<file path="src/rtl/grp_irq_pkg.sv">
package grp_irq_pkg;
   typedef enum logic [1:0] {
      CMP_OFF  = 2'b00,
      CMP_LO   = 2'b01,
      CMP_HI   = 2'b10,
      CMP_BOTH = 2'b11
   } cmp_mode_e;

   function automatic int vec_w(input int n);
      return (n <= 2) ? 1 : $clog2(n);
   endfunction
endpackage

</file>
<file path="src/rtl/bnd_cmp.sv">
module bnd_cmp #(
   parameter int DATA_W    = 10,
   parameter bit INCLUSIVE = 1'b0
) (
   input  logic              valid,
   input  logic [DATA_W-1:0] value,
   input  logic [DATA_W-1:0] hi_bound,
   input  logic [DATA_W-1:0] lo_bound,
   input  logic [1:0]        mode,
   output logic              hit
);
   logic above;
   logic below;

   generate
      if (INCLUSIVE) begin : g_incl
         assign above = (value >= hi_bound);
         assign below = (value <= lo_bound);
      end else begin : g_strict
         assign above = (value > hi_bound);
         assign below = (value < lo_bound);
      end
   endgenerate

   assign hit = valid & ((mode[1] & above) | (mode[0] & below));
endmodule

</file>
<file path="src/rtl/flag_bank.sv">
module flag_bank #(
   parameter int N = 4
) (
   input  logic         clk,
   input  logic         rst_n,
   input  logic [N-1:0] set,
   input  logic [N-1:0] clr,
   output logic [N-1:0] q
);
   generate
      for (genvar i = 0; i < N; i++) begin : g_bit
         always_ff @(posedge clk or negedge rst_n) begin
            if (!rst_n)      q[i] <= 1'b0;
            else if (set[i]) q[i] <= 1'b1;
            else if (clr[i]) q[i] <= 1'b0;
         end
      end
   endgenerate
endmodule

</file>
<file path="src/rtl/prio_pick.sv">
module prio_pick #(
   parameter int N = 4,
   parameter int W = 2
) (
   input  logic [N-1:0] req,
   output logic         any,
   output logic [W-1:0] idx
);
   always_comb begin
      idx = '0;
      for (int i = N - 1; i >= 0; i--) begin
         if (req[i]) idx = W'(i);
      end
   end
   assign any = |req;
endmodule

</file>
<file path="src/rtl/grp_irq_ctrl.sv">
module grp_irq_ctrl
   import grp_irq_pkg::*;
#(
   parameter int NUM_TMR       = 2,
   parameter int DATA_W        = 10,
   parameter bit BND_INCLUSIVE = 1'b0,
   localparam int NUM_SRC      = 2 + 2 * NUM_TMR,
   localparam int NUM_GRP      = 2 + NUM_TMR,
   localparam int VEC_W        = vec_w(NUM_GRP)
) (
   input  logic               clk,
   input  logic               rst_n,
   input  logic               adc_valid,
   input  logic [DATA_W-1:0]  adc_value,
   input  logic [DATA_W-1:0]  hi_bound,
   input  logic [DATA_W-1:0]  lo_bound,
   input  logic [1:0]         cmp_mode,
   input  logic               adc_eoc_evt,
   input  logic               adc_scan_evt,
   input  logic [NUM_TMR-1:0] tmr_p_evt,
   input  logic [NUM_TMR-1:0] tmr_a_evt,
   input  logic [NUM_SRC-1:0] src_en,
   input  logic [NUM_SRC-1:0] src_clr,
   input  logic [NUM_GRP-1:0] grp_en,
   input  logic               gie_wr,
   input  logic               gie_wdata,
   input  logic               reti,
   input  logic               stack_full,
   input  logic               cpu_ack,
   output logic               irq_req,
   output logic [VEC_W-1:0]   irq_vec,
   output logic               svc_pulse,
   output logic [VEC_W-1:0]   svc_vec,
   output logic               gie,
   output logic [NUM_SRC-1:0] src_flag,
   output logic [NUM_GRP-1:0] grp_flag
);
   if (NUM_TMR < 1) begin : g_bad_tmr
      $error("NUM_TMR must be at least 1");
   end
   if (DATA_W < 2) begin : g_bad_width
      $error("DATA_W must be at least 2");
   end

   logic [NUM_SRC-1:0] src_evt;
   logic [NUM_GRP-1:0] grp_set;
   logic [NUM_GRP-1:0] grp_clr;
   logic [NUM_GRP-1:0] pend;
   logic               bnd_hit;
   logic               any_pend;
   logic [VEC_W-1:0]   pick;
   logic               take;

   assign src_evt[0] = adc_eoc_evt;
   assign src_evt[1] = adc_scan_evt;

   generate
      for (genvar t = 0; t < NUM_TMR; t++) begin : g_tmr_map
         assign src_evt[2 + 2 * t] = tmr_p_evt[t];
         assign src_evt[3 + 2 * t] = tmr_a_evt[t];
      end
   endgenerate

   bnd_cmp #(
      .DATA_W   (DATA_W),
      .INCLUSIVE(BND_INCLUSIVE)
   ) u_bnd (
      .valid   (adc_valid),
      .value   (adc_value),
      .hi_bound(hi_bound),
      .lo_bound(lo_bound),
      .mode    (cmp_mode),
      .hit     (bnd_hit)
   );

   flag_bank #(.N(NUM_SRC)) u_src (
      .clk  (clk),
      .rst_n(rst_n),
      .set  (src_evt),
      .clr  (src_clr),
      .q    (src_flag)
   );

   assign grp_set[0] = bnd_hit;
   generate
      for (genvar g = 1; g < NUM_GRP; g++) begin : g_grp_set
         assign grp_set[g] = |(src_evt[2*g-1 -: 2] & src_en[2*g-1 -: 2]);
      end
   endgenerate

   assign pend    = grp_flag & grp_en;
   assign irq_req = gie & ~stack_full & any_pend;
   assign irq_vec = pick;
   assign take    = cpu_ack & irq_req;

   prio_pick #(.N(NUM_GRP), .W(VEC_W)) u_pick (
      .req(pend),
      .any(any_pend),
      .idx(pick)
   );

   always_comb begin
      grp_clr = '0;
      if (take) grp_clr[pick] = 1'b1;
   end

   flag_bank #(.N(NUM_GRP)) u_grp (
      .clk  (clk),
      .rst_n(rst_n),
      .set  (grp_set),
      .clr  (grp_clr),
      .q    (grp_flag)
   );

   always_ff @(posedge clk or negedge rst_n) begin
      if (!rst_n) begin
         gie       <= 1'b0;
         svc_pulse <= 1'b0;
         svc_vec   <= '0;
      end else begin
         svc_pulse <= take;
         if (take) svc_vec <= pick;
         if (take)        gie <= 1'b0;
         else if (reti)   gie <= 1'b1;
         else if (gie_wr) gie <= gie_wdata;
      end
   end
endmodule

</file>
<file path="config.mk">
export PLATFORM = sky130hd
export DESIGN_NAME = grp_irq_ctrl
export DESIGN_NICKNAME = d
export VERILOG_FILES = /design/src/rtl/grp_irq_pkg.sv /design/src/rtl/bnd_cmp.sv /design/src/rtl/flag_bank.sv /design/src/rtl/prio_pick.sv /design/src/rtl/grp_irq_ctrl.sv
export SDC_FILE = /design/constraint.sdc
export NUM_CORES = 1
export LEC_CHECK = 0
export BUFFER_PORTS_ARGS = -buffer_cell sky130_fd_sc_hd__buf_2
export CORE_AREA = 2 2 56 58
export DETAILED_ROUTE_END_ITERATION = 7
export DIE_AREA = 0 0 58 60
export PLACE_DENSITY_LB_ADDON = 0.3
export SKIP_LAST_GASP = 1
export SLEW_MARGIN = 20
export SYNTH_ARGS = -nofsm -noshare
export SYNTH_HDL_FRONTEND = slang
export SYNTH_SLANG_ARGS = --single-unit
export TNS_END_PERCENT = 1
</file>
<file path="constraint.sdc">
create_clock -name clk -period 1.7 [get_ports clk]
set_input_delay 0.17 -clock clk [delete_from_list [all_inputs] [get_ports clk]]
set_output_delay 0.17 -clock clk [all_outputs]
set_load 0.03 [all_outputs]
</file>
Word level (Yosys, flattened, before mapping)
Index checks and enable logic that the tools add are counted.
{"block": "classes", "n_addsub": 0, "n_mul": 0, "div_mod_pow": 0, "magnitude_cmp": 4, "n_eq_ne": 0, "n_shift": 0, "muxes": 30, "n_bitwise": 12, "reduce_logical": 16}
{"op": "1-bit 2-to-1 mux", "n": 24}
{"op": "2-bit nonzero test", "n": 10}
{"op": "10-bit > comparator", "n": 1}
{"op": "10-bit less-than comparator", "n": 1}
{"op": "2-bit 2-to-1 mux", "n": 4}
{"op": "1-bit bitwise AND", "n": 6}
{"op": "2-bit bitwise AND", "n": 3}
{"op": "2-bit OR reduction", "n": 3}
{"op": "4-bit bitwise AND", "n": 1}
{"op": "4-bit 2-to-1 mux", "n": 1}
{"op": "4-bit OR reduction", "n": 1}
{"op": "2-bit by 3-bit less-than comparator with 1-bit output (second input constant)", "n": 1}
{"op": "3-bit nonzero test", "n": 1}
{"op": "1-bit demux with 2-bit select", "n": 1}
{"op": "2-bit by 1-bit >= comparator with 1-bit output (second input constant)", "n": 1}
{"op": "1-bit logical AND", "n": 1}
{"op": "1-bit inverter", "n": 1}
{"op": "1-bit bitwise OR", "n": 1}
{"block": "word_totals", "reg_bits": 14, "latchBits": 0, "mem_bits_rw": 0, "mem_bits_ro": 0, "output_inout_bits": 17, "elab_cells": 75, "mem_count": 0}

Longest topological paths before layout
{"block": "depth", "depth_word": 12, "depth_mapped": 7}

Cells and area by module
Synthesis repeated with hierarchy kept, for this count alone.
{"block": "unflattened", "hier_cells": 129, "area_unflattened_um2": 1139.8}
{"module": "bnd_cmp", "n_inst": 1, "cells_each": 68, "area_per_inst_um2": 480.5, "seq_area_each_um2": 0.0}
{"module": "grp_irq_ctrl", "n_inst": 1, "cells_each": 24, "area_per_inst_um2": 261.5, "seq_area_each_um2": 100.1}
{"module": "flag_bank at u_src", "n_inst": 1, "cells_each": 18, "area_per_inst_um2": 217.7, "seq_area_each_um2": 150.1}
{"module": "flag_bank at u_grp", "n_inst": 1, "cells_each": 12, "area_per_inst_um2": 145.1, "seq_area_each_um2": 100.1}
{"module": "prio_pick", "n_inst": 1, "cells_each": 7, "area_per_inst_um2": 35.0, "seq_area_each_um2": 0.0}

Least setup slack after synthesis
No wires, ideal clock.
{"block": "synth_timing", "path_kind": "register to register", "start": "register u_grp.q[2]", "end": "register u_grp.q[3]", "t_arrival_ns": 1.638, "required_ns": 1.573, "slack_ns": -0.065, "stages_incl_launch_ff": 6, "path_buffers": 0, "cell_sequence": "dfrtp_1 nand2_1 a32oi_1 a21oi_1 and3_1 o21ai_1"}
{"block": "synth_between", "elab_chain_len": 10, "elab_cells_between_ends": 14, "classes_between": "order compare (2); mux (6); bitwise (3); reduce/logical (3)"}
{"item": "start, declared", "line": "flag_bank.sv:8", "source": "output logic [N-1:0] q"}
{"item": "start signal, assigned by index", "line": "flag_bank.sv:13", "source": "if (!rst_n) q[i] <= 1'b0;"}
{"item": "start signal, assigned by index", "line": "flag_bank.sv:14", "source": "else if (set[i]) q[i] <= 1'b1;"}
{"item": "start signal, assigned by index", "line": "flag_bank.sv:15", "source": "else if (clr[i]) q[i] <= 1'b0;"}
{"item": "4-bit bitwise AND (*)", "line": "grp_irq_ctrl.sv:91", "source": "assign pend = grp_flag & grp_en;"}
{"item": "2-bit 2-to-1 mux (*) (3 in a row)", "line": "prio_pick.sv:12", "source": "if (req[i]) idx = W'(i);"}
{"item": "via irq_vec[0]", "line": "grp_irq_ctrl.sv:31", "source": "output logic [VEC_W-1:0] irq_vec,"}
{"item": "2-bit by 3-bit less-than comparator with 1-bit output (implied by the code) / 2-bit by 1-bit >= comparator with 1-bit output (equally long branches)", "line": "grp_irq_ctrl.sv:104", "source": "if (take) grp_clr[pick] = 1'b1;"}
{"item": "1-bit logical AND (implied by the code)", "line": "grp_irq_ctrl.sv:104"}
{"item": "1-bit 2-to-1 mux (implied by the code)", "line": "grp_irq_ctrl.sv:104"}
{"item": "1-bit demux with 2-bit select (*)", "line": "grp_irq_ctrl.sv:104"}
{"item": "4-bit 2-to-1 mux (*)", "line": "grp_irq_ctrl.sv:104"}
{"item": "2-bit nonzero test (no source line) (*)"}
Mark *: on every way through the listed nets, which the timed path passes. The rest lies on a longest branch.
A chain may end at the register's enable or synchronous reset.

Final worst setup path
{"block": "layout_timing", "start": "register u_grp.q[0]", "end": "output irq_vec[1]"}
{"block": "layout_between", "elab_chain_len": 2}
{"item": "4-bit bitwise AND", "line": "grp_irq_ctrl.sv:91"}
{"item": "2-bit 2-to-1 mux", "line": "prio_pick.sv:12"}
{"item": "end, declared", "line": "grp_irq_ctrl.sv:31"}
No other way between the ends.

==> results.toml <==
[sta]
finalSetupTns_ns = 0
finalCritPeriodShare_pct = 93.0
max_freq_mhz = 633
fin_crit_ns = 1.58
relSlewSlack_pct = 79.0
slew_viol_final = 0
final-setup-viol-count = 0
rsz0062_at_grt = "no"
worst_slew_pin_slew_ns = 0.315
hold_viol_final = 0
finClkSkew_ns = 0.00142

[outcome]
status = "finished, final reports clean"

[layout]
num-fill-cells = 300
drive_gt1_share_pct = 42.0
syn_to_final_growth_pct = 42.4
diodes = 0
final_nets = 290
fin_util_pct = 54.2

[global_route]
grt_pass1_wl_um = 4090
antenna_found_initial = 0
track_usage_pct = 15.3
grt_max_degree = 15
first_global_vias = 1051
grt_overflow = 0

[logic_synthesis]
synth_nets = 206
ys.flop_type = "dfrtp_1"
synth_cell_types = 29
synth_top_area_cell = "dfrtp_1"
syn_area_mm2 = 0.00110
ys_seq_area_share_pct = 31.7
yosysMostFrequentCell = "inv_1"
ys_async_sr_fraction_pct = 100
synth_top_area_share_pct = 31.7
syn_inst = 125
ys_warn_count = 0
synth_area_per_cell_um2 = 8.84
ys_ff_latch = 14
yosys-top-cells-count = "inv_1 (29), ha_1 (19), dfrtp_1 (14)"
synth_edf_count = 0
synth.area.top_cells = "dfrtp_1 (32%), ha_1 (22%), inv_1 (9.9%), a21o_1 (4.8%), nand2_1 (3.7%)"

[die]
io_pins = 79
rows = 20
die_height_um = 60
core_area_mm2 = 0.00290
die_x_um = 58
die-area_mm2 = 0.00348
initial_utilization_pct = 38.1

[place]
gp_congestion = 0.750
dpl.hpwl_um = 2260
portBuffers = 78

[worst_setup_path]
crit_required_ns = 1.53
path_class = "flop to output pin"
critPathLaunchType = "flop"
end_kind = "output pin"
crit_path_max_fanout = 5
worstPathArrival_ns = 1.41
worst-r2r-setup-slack_ns = 0.36

[route]
ant_nets = 0
initialDrtViolationCount = 28
drt-vias-per-instance = 4.83
drc = 0
wire_per_inst_um = 10.6
num_vias = 1158
finalWirelength_um = 2540
drtPass1Iterations = 4

[clock_network]
path_clk_slew_ns = 0.08
insertion_delay_ns = 0.28
cts_max_path_buffers = 2
clock-sinks = 14
cts_tree = "yes"
h-tree-depth = 1
post_cts_resized = 0
cts_root_buf = "clkbuf_4"
numCtsBuffers = 3

[pwr]
p_leak_nw = 0.931
ir_drop_uv = 728
powerDensity_mw_per_mm2 = 606

[hold_path]
hold_path_class = "primary input to flop"

[flow_run]
maxCapViolations = 0
-- sequential cells by signal, summed over array words and instances (netlist names) --
register and cells:
u_src.q 6, u_grp.q 4, svc_vec 2, gie 1, svc_pulse 1
-- routing by layer --
metal  track usage [%]  up-vias  wire [um]
met5                 0        -          0
met1              18.2      512       1140
met2              26.6       37       1170
met4              3.99        0         23
li1                  -      604          -
met3              4.76        5        201
-- final cells by class --
class | instances | area (um2) | share of cell area, %
Timing Repair Buffer | 79 | 400 | 25.5
Tap cell | 33 | 41.3 | 2.63
Sequential cell | 14 | 350 | 22.3
Multi-Input combinational cell | 82 | 649 | 41.3
Clock buffer | 3 | 22.5 | 1.43
Inverter | 29 | 109 | 6.92
-- cells by family (layout without fill, tap and decap cells) --
family / Yosys count / count (layout) / share of synthesized area (%)
AO/OA/AOI/OAI: 34 / 34 / 22.2
buffers and inverters: 29 / 111 / 9.85
AND/OR/NAND/NOR: 28 / 28 / 13.4
adder cells (fa/ha/maj): 19 / 19 / 21.5
flip-flops: 14 / 14 / 31.7
multiplexers: 1 / 1 / 1.36
-- critical path, cell delays in order, from the launching register on --
cell and delay (ns):
dfrtp_1 0.45, a22o_4 0.30, a21oi_2 0.15, buf_2 0.23
-- what timing repair did --
item                      CTS  global route
hold endpoints to repair   14             0
hold buffers                1             0
setup buffers               0             0
-- path summary, 6_finish.rpt --
path | start | end | cells past startpoint
max | u_grp.q[0] | irq_vec[1] | 3
min in group asynchronous | rst_n | svc_vec[1] | 2
max reg2reg | u_grp.q[0] | svc_vec[0] | 4
min reg2reg | u_src.q[5] | u_src.q[5] | 1
max in group asynchronous | rst_n | u_grp.q[0] | 2
min | tmr_p_evt[0] | u_src.q[2] | 2
-- cells in the final DEF, fill, tap and decap left out --
master	instances
nor2b_4	1
a21oi_2	2
nand4_1	3
nor2b_1	1
nand3_1	2
a21o_1	7
a41o_1	1
and3b_1	1
clkbuf_4	3
nor3b_1	1
nor2_1	5
dfrtp_1	14
o21ai_0	5
nor2_4	1
dlygate4sd3_1	1
and3_1	1
a22oi_1	2
o21ai_1	3
o2111ai_1	1
a211oi_1	4
o311a_1	1
mux2_4	1
nor3_1	1
a22o_4	1
ha_1	19
a32oi_1	1
a21oi_1	4
inv_1	29
buf_2	78
o41ai_1	1
a222oi_1	1
nand2_1	11
-- report_power, final --
part,switching (mW),internal (mW),leakage [nW]
registers,0.0228,0.366,0.151
logic,0.216,0.165,0.766
clock network,0.101,0.0822,0.0138
total,0.341,0.613,0.931
-- through the flow --
step	std cells	area (um2)	hold WS [ns]	total power, mW	worst slack, ns
2_1_floorplan	125	1110	-0.126	0.623	-0.0338
3_3_place_gp	236	1540	0.0836	0.775	0.219
3_5_place_dp	236	1540	0.0823	0.779	0.199
4_1_cts	240	1570	0.0754	0.966	0.126
5_1_grt	240	1570	0.0817	1.02	0.0614
6_report	240	1570	0.0758	0.953	0.120
Note: power is estimated with default switching activity, not from simulation.
